<file path="src/rtl/exp_dev_pkg.sv">
package exp_dev_pkg;

  // Strobes passed from the bus control to the datapath
  typedef struct packed {
    logic sample;    // bus phase active: capture bus state
    logic regWrite;  // write cycle addressed to the select register
    logic commit;    // end of a bus cycle (phi2 fell)
    logic romRead;   // read cycle inside the overlay window
    logic ioAccess;  // access inside the private I/O range
  } ctlStrobes_t;

endpackage

</file>
<file path="src/rtl/exp_dev_ctl.sv">
module exp_dev_ctl
  import exp_dev_pkg::*;
#(
  parameter int ADDR_W   = 16,
  parameter int REG_ADDR = 'hD1FF,
  parameter int ROM_BASE = 'hD800,
  parameter int ROM_AW   = 11,
  parameter int IO_BASE  = 'hD1F0,
  parameter int IO_AW    = 4
) (
  input  logic              clk,
  input  logic              rstN,
  input  logic              phi2,
  input  logic [ADDR_W-1:0] addr,
  input  logic              rdNwr,
  output ctlStrobes_t       stb
);

  localparam logic [ADDR_W-1:0] regAddrV = ADDR_W'(REG_ADDR);
  localparam logic [ADDR_W-1:0] romBaseV = ADDR_W'(ROM_BASE);
  localparam logic [ADDR_W-1:0] ioBaseV  = ADDR_W'(IO_BASE);

  logic phi2Q;
  logic regHit;
  logic romHit;
  logic ioHit;

  // Previous phi2 sample for fall detection
  always_ff @(posedge clk or negedge rstN) begin
    if (!rstN) phi2Q <= 1'b0;
    else       phi2Q <= phi2;
  end

  assign regHit = (addr == regAddrV);
  assign romHit = (addr[ADDR_W-1:ROM_AW] == romBaseV[ADDR_W-1:ROM_AW]);
  assign ioHit  = (addr[ADDR_W-1:IO_AW] == ioBaseV[ADDR_W-1:IO_AW]) && !regHit;

  always_comb begin
    stb.sample   = phi2;
    stb.regWrite = phi2 && !rdNwr && regHit;
    stb.commit   = phi2Q && !phi2;
    stb.romRead  = phi2 && rdNwr && romHit;
    stb.ioAccess = phi2 && ioHit;
  end

endmodule

</file>
<file path="src/rtl/exp_dev_dp.sv">
module exp_dev_dp
  import exp_dev_pkg::*;
#(
  parameter int DATA_W = 8,
  localparam int SEL_W = $clog2(DATA_W)
) (
  input  logic              clk,
  input  logic              rstN,
  input  ctlStrobes_t       stb,
  input  logic [DATA_W-1:0] dataIn,
  input  logic [SEL_W-1:0]  bitSel,
  output logic              romDisN,
  output logic              extSelN,
  output logic              romCsN,
  output logic              romOeN,
  output logic              ioSelN,
  output logic              devOn
);

  logic [DATA_W-1:0] dataQ;
  logic              wrPend;
  logic              romTake;

  // Bus state is captured while phi2 is high and committed when it falls
  always_ff @(posedge clk or negedge rstN) begin
    if (!rstN) begin
      dataQ  <= '0;
      wrPend <= 1'b0;
      devOn  <= 1'b0;
    end else if (stb.commit) begin
      if (wrPend) devOn <= dataQ[bitSel];
      wrPend <= 1'b0;
    end else if (stb.sample) begin
      dataQ  <= dataIn;
      wrPend <= stb.regWrite;
    end
  end

  assign romTake = devOn && stb.romRead;

  always_comb begin
    romDisN = !romTake;
    extSelN = !romTake;
    romCsN  = !romTake;
    romOeN  = !romTake;
    ioSelN  = !(devOn && stb.ioAccess);
  end

endmodule

</file>
<file path="src/rtl/exp_dev_select.sv">
module exp_dev_select
  import exp_dev_pkg::*;
#(
  parameter int ADDR_W   = 16,
  parameter int DATA_W   = 8,
  parameter int REG_ADDR = 'hD1FF,
  parameter int ROM_BASE = 'hD800,
  parameter int ROM_AW   = 11,
  parameter int IO_BASE  = 'hD1F0,
  parameter int IO_AW    = 4,
  localparam int SEL_W   = $clog2(DATA_W)
) (
  input  logic              clk,
  input  logic              rstN,
  input  logic              phi2,
  input  logic [ADDR_W-1:0] addr,
  input  logic [DATA_W-1:0] dataIn,
  input  logic              rdNwr,
  input  logic [SEL_W-1:0]  bitSel,
  output logic              romDisN,
  output logic              extSelN,
  output logic              romCsN,
  output logic              romOeN,
  output logic              ioSelN,
  output logic              devOn
);

  ctlStrobes_t stb;

  exp_dev_ctl #(
    .ADDR_W(ADDR_W), .REG_ADDR(REG_ADDR), .ROM_BASE(ROM_BASE),
    .ROM_AW(ROM_AW), .IO_BASE(IO_BASE), .IO_AW(IO_AW)
  ) ctlI (
    .clk(clk), .rstN(rstN), .phi2(phi2), .addr(addr), .rdNwr(rdNwr), .stb(stb)
  );

  exp_dev_dp #(.DATA_W(DATA_W)) dpI (
    .clk(clk), .rstN(rstN), .stb(stb), .dataIn(dataIn), .bitSel(bitSel),
    .romDisN(romDisN), .extSelN(extSelN), .romCsN(romCsN), .romOeN(romOeN),
    .ioSelN(ioSelN), .devOn(devOn)
  );

endmodule

</file>
<file path="config.mk">
export PLATFORM = sky130hd
export DESIGN_NAME = exp_dev_select
export DESIGN_NICKNAME = d
export VERILOG_FILES = /design/src/rtl/exp_dev_pkg.sv /design/src/rtl/exp_dev_ctl.sv /design/src/rtl/exp_dev_dp.sv /design/src/rtl/exp_dev_select.sv
export SDC_FILE = /design/constraint.sdc
export NUM_CORES = 1
export LEC_CHECK = 0
export BUFFER_PORTS_ARGS = -buffer_cell sky130_fd_sc_hd__buf_4
export CORE_ASPECT_RATIO = 1.1
export CORE_MARGIN = 3
export CORE_UTILIZATION = 35
export DETAILED_ROUTE_END_ITERATION = 7
export GPL_ROUTABILITY_DRIVEN = 0
export PLACE_DENSITY_LB_ADDON = 0.15
export SYNTH_ARGS = -nofsm -noshare
export SYNTH_HDL_FRONTEND = slang
export SYNTH_SLANG_ARGS = --single-unit
</file>
<file path="constraint.sdc">
create_clock -name clk -period 1.4 [get_ports clk]
set_clock_uncertainty 0.1 [all_clocks]
set_input_delay 0.28 -clock clk [delete_from_list [all_inputs] [get_ports clk]]
set_output_delay 0.28 -clock clk [all_outputs]
set_load 0.01 [all_outputs]
</file>
==> impl_metrics.csv <==
group,metric,value,unit
pwr,powerDensity,778,nW/um^2
run_status,violations,"negative setup slack",
logic_synthesis,synth_cells,43,
placed_design,port_buffers,36,
floorplan,io_pins,37,
logic_synthesis,synth-edff-count,0,
drt,vias,497,
flow_run,drv_cap,0,
logic_synthesis,async_flop_share,100,%
sta,hold_viol,0,
clocking,clkLatencyLatePin,0.26,ns
worst_setup_path,cp-end-kind,"output pin",
floorplan,die_x,44.1,um
drt,wl,1290,um
sta,hold_ws,0.133,ns
worst_setup_path,rr_endpoint,"dpI.devOn",
global_route,grt_pass1_wl,1980,um
logic_synthesis,syn_area_per_cell,13.0,um^2
floorplan,core,1440,um^2
clocking,cts_tree,"done",
drt,drcViolationCount,0,
global_route,grt_use_total,13.2,%
min_path,hold_end,"dpI.dataQ[4]",
min_path,hold-path-cell-count,2,
worst_setup_path,cp_slowest_cell,"nor4bb_4",
worst_setup_path,cp_top_family,"simple AND/OR/NAND/NOR gates",
global_route,grt_start_max_net_pins,12,
sta,finalMaxSlewViolations,0,
sta,tns,-0.303,ns
worst_setup_path,path_cells,"buf_8 > nand2_8 > nor4bb_4 > nand4_1 > buf_4",
drt,vias_per_cell,5.12,
logic_synthesis,ys_seq_area_share,49.2,%
worst_setup_path,cp.required,1.02,ns
clocking,numCtsBuffers,3,
clocking,clk_path_buf_depth,2,
floorplan,start_util,38.9,%
finish,drive_gt1_share,64.2,%
worst_setup_path,path_buf_inv,2,
global_route,grt_pass1_vias,501,
placed_design,place_ws,-0.162,ns
worst_setup_path,cp.arrival,1.08,ns
pwr,power.leakage,0.437,nW
sta,setup_viol,5,
drt,wl_per_cell,13.3,um
logic_synthesis,syn_nets,74,
logic_synthesis,synthesis.area,559,um^2
min_path,hp-start,"dataIn[4]",
min_path,min_path_type,"in -> reg",
clocking,root_buffer,"clkbuf_4",
worst_setup_path,cp_max_fo,4,
finish,final_nets,113,
clocking,htreeDepth,1,
sta,slew-limit-headroom,84.5,%
worst_setup_path,rrSetupSlack,0.21,ns
sta,post-route-period-util,104,%
sta,rsz0062_at_grt,"true",
global_route,grt_overflow,0,
sta,worst_pin_slew,0.233,ns
floorplan,fp-row-count,14,
logic_synthesis,yosysMostFrequentCell,"dfrtp_1",
run_status,status,"finished with violations",
worst_setup_path,slowest_delay,0.28,ns
drt,drt-initial-drc-count,3,
sta,layout_setup_ws,-0.0622,ns
sta,clock.fmax,684,MHz
drt,ant_nets,0,
pwr,ir_drop,0.574,mV
worst_setup_path,startpoint,"addr[14]",
logic_synthesis,synthTopCellsByCount,"dfrtp_1, mux2_2, mux2i_1, buf_4, nand4_1",
clocking,clkSlewWorstSetupHoldPaths,0.07,ns
logic_synthesis,synth_warnings,0,
worst_setup_path,crit_type,"in -> out",
drt,firstDrtPassIters,3,
worst_setup_path,reg2regPathDepth,3,
worst_setup_path,startpoint_type,"input pin",
global_route,antenna_found_initial,0,
logic_synthesis,yosys.area.top_type_share,49.2,%
logic_synthesis,synth_top_cell_by_area,"dfrtp_1",
logic_synthesis,synth.distinct_cells,18,
logic_synthesis,ys.flop_type,"dfrtp_1",
finish,area_delta_synth_final,63.3,%
floorplan,die_area,2110,um^2
clocking,cts_sinks,11,
floorplan,die_h,47.9,um
finish,diodes,0,
logic_synthesis,synth_seq_cells,11,
worst_setup_path,r2r-start,"dpI.dataQ[4]",
sta,post-route-min-period,1.46,ns
logic_synthesis,ys_top_cells_by_area,"dfrtp_1, mux2_2, mux2i_1",
[sequential cells by signal, indices dropped and copies added (netlist names)]
signal	flops
ctlI.phi2Q	1
dpI.dataQ	8
dpI.devOn	1
dpI.wrPend	1
[cells by family after synthesis]
family / count (synthesis) / share of synthesized area (%)
muxes: 13 / 27.3
and+or+nand+nor: 12 / 14.1
DFF: 11 / 49.2
buffers and inverters: 5 / 6.93
AOI/OAI and AO/OA: 2 / 2.46
[timing repair]
item | CTS | global route
hold buffers | 1 | 0
setup endpoints to repair | 5 | 5
buffers inserted | 1 | 0
gates resized for setup | 5 | 0
pin swaps | 3 | 0
endpoints found under the hold margin | 11 | 0
[cell type report]
| cell class | count | area [um^2] |
|---|---|---|
| Clock buffer | 3 | 22.5 |
| Clock inverter | 1 | 5.00 |
| Fill cell | 114 | 523 |
| Multi-Input combinational cell | 27 | 277 |
| Sequential cell | 11 | 275 |
| Tap cell | 16 | 20.0 |
| Timing Repair Buffer | 39 | 314 |
[worst reg2reg max path, cell delays in order (launching register included)]
cell	delay, ns
dfrtp_1	0.35
mux2i_1	0.08
mux4_2	0.45
o21ai_1	0.14
[layer usage]
metal / global-route usage [%] / part of all wire, % / routed length, um
met5: 0 / 0 / 0
met4: 7.23 / 0.31 / 4
met3: 5.26 / 12 / 158
met2: 23.8 / 53 / 692
met1: 13.1 / 34 / 438
[per-stage QoR]
step / util [%] / instances / power [mW] / area (um^2)
detailed placement: 59.1 / 91 / 0.504 / 850
global placement: 59.1 / 91 / 0.498 / 850
finish: 63.6 / 97 / 0.711 / 913
floorplan: - / 43 / 0.418 / 591
global route: 63.6 / 97 / 0.754 / 913
CTS: 63.6 / 97 / 0.726 / 913
[worst max path at each step]
stage,slack [ns],depth (start not counted),endpoint
floorplan,-0.06,4,romCsN
global placement,-0.14,5,extSelN
detailed placement,-0.16,5,romCsN
CTS,-0.07,5,romCsN
global route,-0.16,5,romCsN
finish,-0.06,5,romCsN
[cells in the final DEF, fill, tap and decap left out, types with 2 or more instances in the layout]
| master | count |
|---|---|
| mux2i_1 | 4 |
| mux2_1 | 2 |
| mux2_2 | 6 |
| nand4_1 | 3 |
| clkbuf_4 | 3 |
| buf_4 | 35 |
| dfrtp_1 | 11 |
| nor2_1 | 2 |
| buf_8 | 2 |
[power breakdown]
part           internal [mW]  switching (mW)  leakage (nW)
logic                  0.104          0.0442         0.286
registers              0.342          0.0125         0.133
clock network          0.106           0.103        0.0177
total                  0.551           0.159         0.437
Note: power is estimated with default switching activity, not from simulation.
